### src/rtl/jab_pkg.sv
package jab_pkg;

    typedef enum logic [1:0] {
        ST_RUN     = 2'b00,
        ST_HELD    = 2'b01,
        ST_RECOVER = 2'b10
    } jab_state_e;

    // Bits needed to hold values 0 .. limit-1
    function automatic int cnt_width(input int limit);
        return (limit < 2) ? 1 : $clog2(limit);
    endfunction

endpackage

### src/rtl/jab_tick_counter.sv
module jab_tick_counter #(
    parameter int LIMIT = 16,
    localparam int CW = jab_pkg::cnt_width(LIMIT)
) (
    input  logic          clk,
    input  logic          rst,
    input  logic          clr,
    input  logic          inc,
    output logic          hit,
    output logic [CW-1:0] cnt
);

    localparam logic [CW-1:0] LAST = CW'(LIMIT - 1);

    // hit marks the increment that would complete LIMIT ticks
    assign hit = inc && (cnt == LAST);

    always_ff @(posedge clk) begin
        if (rst || clr) begin
            cnt <= '0;
        end else if (inc) begin
            if (hit) begin
                cnt <= '0;
            end else begin
                cnt <= cnt + 1'b1;
            end
        end
    end

endmodule

### src/rtl/jab_fsm.sv
module jab_fsm
    import jab_pkg::*;
(
    input  logic       clk,
    input  logic       rst,
    input  logic       tick,
    input  logic       tx_req,
    input  logic       act_hit,
    input  logic       rec_hit,
    output jab_state_e state,
    output logic       act_clr,
    output logic       act_inc,
    output logic       rec_clr,
    output logic       rec_inc,
    output logic       tx_en,
    output logic       jab_active,
    output logic       jab_start
);

    jab_state_e state_nx;
    logic       start_nx;

    // Next-state decision
    always_comb begin
        state_nx = state;
        start_nx = 1'b0;
        unique case (state)
            ST_RUN: begin
                if (act_hit) begin
                    state_nx = ST_HELD;        // RUN_TO_HELD
                    start_nx = 1'b1;
                end
            end
            ST_HELD: begin
                if (!tx_req) begin
                    state_nx = ST_RECOVER;     // HELD_TO_RECOVER
                end
            end
            ST_RECOVER: begin
                if (tx_req) begin
                    state_nx = ST_HELD;        // RECOVER_TO_HELD
                end else if (rec_hit) begin
                    state_nx = ST_RUN;         // RECOVER_TO_RUN
                end
            end
            default: begin
                state_nx = ST_RUN;
            end
        endcase
    end

    // State register
    always_ff @(posedge clk) begin
        if (rst) begin
            state     <= ST_RUN;
            jab_start <= 1'b0;
        end else begin
            state     <= state_nx;
            jab_start <= start_nx;
        end
    end

    // Outputs and timer controls
    always_comb begin
        tx_en      = 1'b0;
        jab_active = 1'b1;
        act_clr    = 1'b1;
        act_inc    = 1'b0;
        rec_clr    = 1'b1;
        rec_inc    = 1'b0;
        unique case (state)
            ST_RUN: begin
                tx_en      = tx_req;
                jab_active = 1'b0;
                act_clr    = !tx_req;
                act_inc    = tx_req && tick;
            end
            ST_HELD: begin
                tx_en = 1'b0;
            end
            ST_RECOVER: begin
                rec_clr = tx_req;
                rec_inc = !tx_req && tick;
            end
            default: begin
                tx_en = 1'b0;
            end
        endcase
    end

endmodule

### src/rtl/jab_watchdog.sv
module jab_watchdog #(
    parameter int JAB_TICKS   = 105000,
    parameter int UNJAB_TICKS = 406000,
    localparam int ACW = jab_pkg::cnt_width(JAB_TICKS),
    localparam int RCW = jab_pkg::cnt_width(UNJAB_TICKS)
) (
    input  logic       clk,
    input  logic       rst,
    input  logic       tick,
    input  logic       tx_req,
    output logic       tx_en,
    output logic       jab_active,
    output logic       jab_start,
    output logic [1:0] jab_state
);

    import jab_pkg::*;

    jab_state_e         fsm_state;
    logic               act_clr;
    logic               act_inc;
    logic               act_hit;
    logic               rec_clr;
    logic               rec_inc;
    logic               rec_hit;
    logic [ACW-1:0]     act_cnt;
    logic [RCW-1:0]     rec_cnt;

    jab_tick_counter #(.LIMIT(JAB_TICKS)) act_tmr_i (
        .clk (clk),
        .rst (rst),
        .clr (act_clr),
        .inc (act_inc),
        .hit (act_hit),
        .cnt (act_cnt)
    );

    jab_tick_counter #(.LIMIT(UNJAB_TICKS)) rec_tmr_i (
        .clk (clk),
        .rst (rst),
        .clr (rec_clr),
        .inc (rec_inc),
        .hit (rec_hit),
        .cnt (rec_cnt)
    );

    jab_fsm fsm_i (
        .clk        (clk),
        .rst        (rst),
        .tick       (tick),
        .tx_req     (tx_req),
        .act_hit    (act_hit),
        .rec_hit    (rec_hit),
        .state      (fsm_state),
        .act_clr    (act_clr),
        .act_inc    (act_inc),
        .rec_clr    (rec_clr),
        .rec_inc    (rec_inc),
        .tx_en      (tx_en),
        .jab_active (jab_active),
        .jab_start  (jab_start)
    );

    assign jab_state = fsm_state;

endmodule

### config.mk
export PLATFORM = sky130hd
export DESIGN_NAME = jab_watchdog
export DESIGN_NICKNAME = d
export VERILOG_FILES = /design/src/rtl/jab_pkg.sv /design/src/rtl/jab_tick_counter.sv /design/src/rtl/jab_fsm.sv /design/src/rtl/jab_watchdog.sv
export SDC_FILE = /design/constraint.sdc
export NUM_CORES = 1
export LEC_CHECK = 0
export ABC_CLOCK_PERIOD_IN_PS = 4400
export BUFFER_PORTS_ARGS = -buffer_cell sky130_fd_sc_hd__buf_2
export CORE_MARGIN = 2
export CORE_UTILIZATION = 49
export CTS_BUF_LIST = sky130_fd_sc_hd__clkbuf_8
export DETAILED_ROUTE_END_ITERATION = 8
export PLACE_DENSITY = 0.68
export SETUP_SLACK_MARGIN = 0.3
export SKIP_CTS_REPAIR_TIMING = 1
export SLEW_MARGIN = 30
export SYNTH_ARGS = -nofsm -noshare
export SYNTH_HDL_FRONTEND = slang
export SYNTH_SLANG_ARGS = --single-unit
### constraint.sdc
create_clock -name clk -period 4.4 [get_ports clk]
set_input_delay 0.88 -clock clk [delete_from_list [all_inputs] [get_ports clk]]
set_output_delay 0.88 -clock clk [all_outputs]
set_load 0.02 [all_outputs]
# ---- After elaboration in Yosys (flattened, before gate mapping)
# Cells that the tools add are included.
dict set report word_totals {
  out_inout_bits 5
  input_bits 4
  ff_bits 39
  word_cells 38
}
dict set report op_classes {
  n_reduce_logical 10
  mux 14
  bitwise 1
  eq_ne 7
  n_addsub 2
}
# operator n
set op_table {}
lappend op_table {{19-bit by 1-bit adder with 19-bit output, second input constant} 1}
lappend op_table {{19-bit == test, second input constant} 1}
lappend op_table {{19-bit two-way mux} 1}
lappend op_table {{17-bit by 1-bit adder with 17-bit output, second input constant} 1}
lappend op_table {{17-bit == test, second input constant} 1}
lappend op_table {{17-bit two-way mux} 1}
lappend op_table {{2-bit two-way mux} 4}
lappend op_table {{1-bit two-way mux} 7}
lappend op_table {{2-bit case mux with 3 select lines} 1}
lappend op_table {{1-bit logical AND} 4}
lappend op_table {{2-bit inequality test, second input constant} 2}
lappend op_table {{3-bit by 2-bit inequality test with 1-bit output, second input constant} 1}
lappend op_table {{3-bit AND reduction} 1}
lappend op_table {{2-bit by 1-bit == test with 1-bit output, second input constant} 1}
lappend op_table {{2-bit == test, second input constant} 1}
lappend op_table {{2-bit zero test} 1}
lappend op_table {{1-bit logical OR} 2}
lappend op_table {{2-bit OR reduction} 1}
lappend op_table {{1-bit zero test} 1}
lappend op_table {{1-bit inverter} 1}

# ---- Logic depth before layout (Yosys ltp)
dict set report logic_depth {
  depth_word 7
  ltp_mapped 7
  ltp_nobuf 5
}

# ---- Hierarchy
# A second synthesis with hierarchy kept.
dict set report unflattened {
  hier_cells 220
  area_unflattened_um2 1900.6
}
# mod n_inst seq_area_each_um2 area_each_um2 cells_each
set by_module_without_submodules {}
lappend by_module_without_submodules {{jab_tick_counter (rec_tmr_i)} 1 380.4 924.6 107}
lappend by_module_without_submodules {{jab_tick_counter (act_tmr_i)} 1 340.3 819.5 93}
lappend by_module_without_submodules {jab_fsm 1 60.1 156.4 20}

# ---- Worst setup path after synthesis
# Ideal clock, no wire load.
dict set report synth_path {
  path_type {input-to-reg}
  from {input tx_req}
  to {register rec_tmr_i.cnt[18]}
  n_path_buf 2
  required_time_ns 4.330
  path_stages 6
  setup_time_ns 0.070
  arrival_time_ns 2.464
  path_slack_ns 1.866
  cell_sequence {or3b_1 -> buf_2 -> or4_1 -> buf_2 -> or3_1 -> a21oi_1}
}
dict set report synth_via {
  elab_chain_cells 5
  word_cells_on_any_way 7
  classes_between {mux (3); reduce/logical (4)}
}
# item line_no
set synth_rtl {}
lappend synth_rtl {{start: declaration} jab_watchdog.sv:10} ;# input logic tx_req,
lappend synth_rtl {{1-bit zero test} jab_fsm.sv:83} ;# rec_inc = !tx_req && tick;
lappend synth_rtl {{1-bit logical AND} jab_fsm.sv:83}
lappend synth_rtl {{1-bit two-way mux} jab_fsm.sv:71} ;# unique case (state)
lappend synth_rtl {{1-bit logical AND} jab_tick_counter.sv:16} ;# assign hit = inc && (cnt == LAST);
lappend synth_rtl {{19-bit two-way mux} jab_tick_counter.sv:22} ;# if (hit) begin
lappend synth_rtl {{end signal: assignment} jab_tick_counter.sv:25} ;# cnt <= cnt + 1'b1;
lappend synth_rtl {{end: declaration} jab_tick_counter.sv:10} ;# output logic [CW-1:0] cnt
# Several ways; a longest one is shown, not always the timed one.
# A chain may end at the register's enable or synchronous reset.

# ---- Worst setup path in the final report
# Same ends and word-level chain as after synthesis.

==> results_dict.tcl <==
set metrics [dict create \
    boundaryPins 9 \
    whs_endpoint "rec_tmr_i.cnt[18]" \
    cts_tree "built" \
    final_nets 239 \
    regToRegStartpoint "rec_tmr_i.cnt[4]" \
    crit-reg2reg-capture "rec_tmr_i.cnt[6]" \
    avgRoutedWirePerCell_um 12.6 \
    r2r_setup_slack_ns 2.08 \
    worstSkewPairLatency_ns 0.28 \
    ff_latch_area_um2 781 \
    clk_path_buf_depth 2 \
    dp_cells 274 \
    initial_core_util_pct 51.5 \
    cell_rows 22 \
    hp-start "rec_tmr_i.cnt[18]" \
    synthesis.area_per_instance_um2 8.40 \
    vdd_ir_drop_max_mv 0.139 \
    drc 0 \
    timing.final.crit_share_pct 56.2 \
    final_antenna_violating_net_count 0 \
    worst_hold_path.num_cells 2 \
    power_leakage_nw 0.597 \
    n_fill_cell 364 \
    place.detailed.hpwl_um 2530 \
    grt_first_pass_wirelength_um 6530 \
    placement.setup.worst_slack_ns 1.64 \
    cells_on_worst_reg2reg_path 4 \
    die_area_um2 4390 \
    total_area_of_multi_input_combinational_cells_um2 1070 \
    p_sw_uw 124 \
    grt_max_degree 18 \
    grt_pass1_vias 1463 \
    worst_slew_margin_rel_pct 55.0 \
    hold_class "flop to flop" \
    maxCapViolCount 0 \
    timing.final.hold_violations 0 \
    gate_count_of_the_mapped_netlist 226 \
    fin_skew_ns 0.00551 \
    synth_nets 232 \
    yosys_warnings 0 \
    tightestPinTransition_ns 0.675 \
    combinationalPowerShare_pct 2.2 \
    clkSinkCount 39 \
    worstSetupEndpointType "flop" \
    cts.reportedPaths.clkPinSlew_ns 0.07 \
    fin_cells 282 \
    cell_internal_pwr_uw 464 \
    antenna_found_initial 0 \
    htreeDepth 2 \
    grt_overflow_total 0 \
    placeableCoreArea_um2 3690 \
    synth.yosys.seq_area_share_pct 41.1 \
    critical_path_launch_point_type "input pin" \
    synth.lib_cells_used.distinct 36 \
    grt_util_all_layers_pct 19.2 \
    syn-cell-area_um2 1900 \
    synthToLayoutAreaGrowth_pct 7.91 \
    globalplace.congestion 0.787 \
    setup.worst_path.class "input pin to flop" \
    number_of_antenna_diodes 0 \
    worst_ep_arrival_time_ns 2.69 \
    setup_viol 0 \
    clk_root_buffer_cell "sky130_fd_sc_hd__clkbuf_8" \
    totalPowerFinal_uw 588 \
    dr.first_iter.drc_count 93 \
    p_seq_share_pct 60.1 \
    power_switching_share_pct 21.1 \
    final_slew_viol_count 0 \
    first_pass_iters 4 \
    finalSetupTns_ns 0 \
    min_setup_slack_post_route_ns 1.93 \
    die_width_um 66.2 \
    mostFrequentLayoutCells "39 x sky130_fd_sc_hd__dfxtp_1, 20 x sky130_fd_sc_hd__a21oi_1, 18 x sky130_fd_sc_hd__nor2_1" \
    layout-drive-gt1-share_pct 9.40 \
    floorplan.die.height_um 66.2 \
    required_ns 4.62 \
    drt-total-wl_um 3570 \
    power.clock.fraction_pct 37.7 \
    final_common_cell "sky130_fd_sc_hd__dfxtp_1" \
    power_density_nw_per_um2 287 \
    yosys_register_bits 39 \
    worstPathMaxFanout 9 \
    detailroute.via_count 1585 \
    number_of_cts_inserted_buffers 5 \
    period_minus_ws_final_ns 2.47 \
    run_status "finished clean" \
    io_buffer_count 8 \
    drt-vias-per-instance 5.62 \
    rsz_0062_raised_after_global_routing "false" \
    maxClockFrequency_mhz 404 \
]
## worst max path at each step
stage	from	to	slack [ns]	cells after the start
3_3_place_gp	tx_req	rec_tmr_i.cnt[18]	1.67	5
2_1_floorplan	tx_req	rec_tmr_i.cnt[18]	1.87	6
5_1_grt	tx_req	rec_tmr_i.cnt[13]	1.83	5
4_1_cts	tx_req	rec_tmr_i.cnt[17]	1.94	5
3_5_place_dp	tx_req	rec_tmr_i.cnt[17]	1.64	5
6_report	tx_req	rec_tmr_i.cnt[18]	1.93	5
## worst max-delay path, cell delays in order
cell                      delay [ns]
sky130_fd_sc_hd__buf_2          0.13
sky130_fd_sc_hd__or3b_1         0.46
sky130_fd_sc_hd__or4_1          0.69
sky130_fd_sc_hd__or3_1          0.39
sky130_fd_sc_hd__a21oi_1        0.13
## cell families (layout without fill, tap and decap cells)
group           after synthesis  after routing  share of synthesized area (%)
simple gates                112            112                           34.3
compound gates               44             44                           12.7
xor+xnor                     17             17                           7.84
fa+ha+maj                     2              2                           1.32
buf+inv                      12             20                           2.64
flops                        39             39                           41.1
## power groups by stage
| stage | sequential [mW] | combinational [mW] | clock [mW] |
|---|---|---|---|
| global placement | 0.362 | 0.0128 | 0 |
| finish | 0.354 | 0.0131 | 0.221 |
| global route | 0.353 | 0.0144 | 0.247 |
| CTS | 0.353 | 0.0130 | 0.232 |
| floorplan | 0.362 | 0.00888 | 0 |
| detailed placement | 0.362 | 0.0130 | 0 |
## cells in the mapped netlist
| cell type | instances | share of area [%] |
|---|---|---|
| sky130_fd_sc_hd__nor3_1 | 4 | 1.1 |
| sky130_fd_sc_hd__nor4bb_1 | 2 | 1.1 |
| sky130_fd_sc_hd__buf_2 | 4 | 1.1 |
| sky130_fd_sc_hd__and4bb_2 | 1 | 0.66 |
| sky130_fd_sc_hd__nor4b_1 | 2 | 0.92 |
| sky130_fd_sc_hd__nor3b_1 | 1 | 0.40 |
| sky130_fd_sc_hd__o21ai_0 | 17 | 4.5 |
| sky130_fd_sc_hd__o31ai_1 | 2 | 0.79 |
| sky130_fd_sc_hd__nand2_1 | 11 | 2.2 |
| sky130_fd_sc_hd__o21bai_1 | 1 | 0.40 |
| sky130_fd_sc_hd__or3_1 | 16 | 5.3 |
| sky130_fd_sc_hd__inv_1 | 4 | 0.79 |
| sky130_fd_sc_hd__and2_1 | 3 | 0.99 |
| sky130_fd_sc_hd__a21oi_1 | 20 | 5.3 |
| sky130_fd_sc_hd__xor2_1 | 8 | 3.7 |
| sky130_fd_sc_hd__xnor2_1 | 9 | 4.2 |
| sky130_fd_sc_hd__o211ai_1 | 2 | 0.79 |
| sky130_fd_sc_hd__nor2b_1 | 3 | 0.99 |
| sky130_fd_sc_hd__or3b_1 | 1 | 0.46 |
| sky130_fd_sc_hd__nand4_1 | 9 | 3.0 |
| sky130_fd_sc_hd__nor2_1 | 18 | 3.6 |
| sky130_fd_sc_hd__dfxtp_1 | 39 | 41 |
| sky130_fd_sc_hd__and3_1 | 2 | 0.66 |
| sky130_fd_sc_hd__nand2b_1 | 5 | 1.6 |
| sky130_fd_sc_hd__o21bai_2 | 1 | 0.59 |
| sky130_fd_sc_hd__nor4_1 | 4 | 1.3 |
| sky130_fd_sc_hd__ha_1 | 2 | 1.3 |
| sky130_fd_sc_hd__or2_2 | 5 | 1.6 |
| sky130_fd_sc_hd__clkbuf_1 | 4 | 0.79 |
| sky130_fd_sc_hd__nand4bb_1 | 1 | 0.59 |
| sky130_fd_sc_hd__or4b_1 | 1 | 0.53 |
| sky130_fd_sc_hd__and2b_1 | 1 | 0.40 |
| sky130_fd_sc_hd__and4_1 | 3 | 1.4 |
| sky130_fd_sc_hd__or4_1 | 5 | 2.0 |
| sky130_fd_sc_hd__nand3_1 | 14 | 3.7 |
| sky130_fd_sc_hd__a211oi_1 | 1 | 0.40 |
## flip-flops by register name, summed over array words and instances (netlist names)
| register | cells |
|---|---|
| fsm_i.jab_start | 1 |
| act_tmr_i.cnt | 17 |
| fsm_i.state | 2 |
| rec_tmr_i.cnt | 19 |
## per-stage QoR
step | hold slack, ns | util [%] | instance area (um^2)
2_1_floorplan | 0.447 | - | 1900
3_3_place_gp | 0.478 | 53.2 | 1960
3_5_place_dp | 0.481 | 53.2 | 1960
4_1_cts | 0.491 | 55.4 | 2040
5_1_grt | 0.532 | 55.5 | 2050
6_report | 0.498 | 55.5 | 2050
## area by class of cell
type / instances / share of cell area, %
clock buffers: 5 / 3.36
clock inverters: 3 / 0.611
inverters: 4 / 0.733
multi-input cells: 175 / 52.3
flip-flops and latches: 39 / 38.1
well taps: 48 / 2.93
repair buffers: 8 / 1.95
## per-layer routing
layer	wire, um	global-route usage (%)	vias up
met5	0	0	-
met2	1510	28.1	22
met4	48	7.91	0
met3	130	5.62	6
li1	-	-	833
met1	1880	26.3	724
Note: power is estimated with default switching activity, not from simulation.
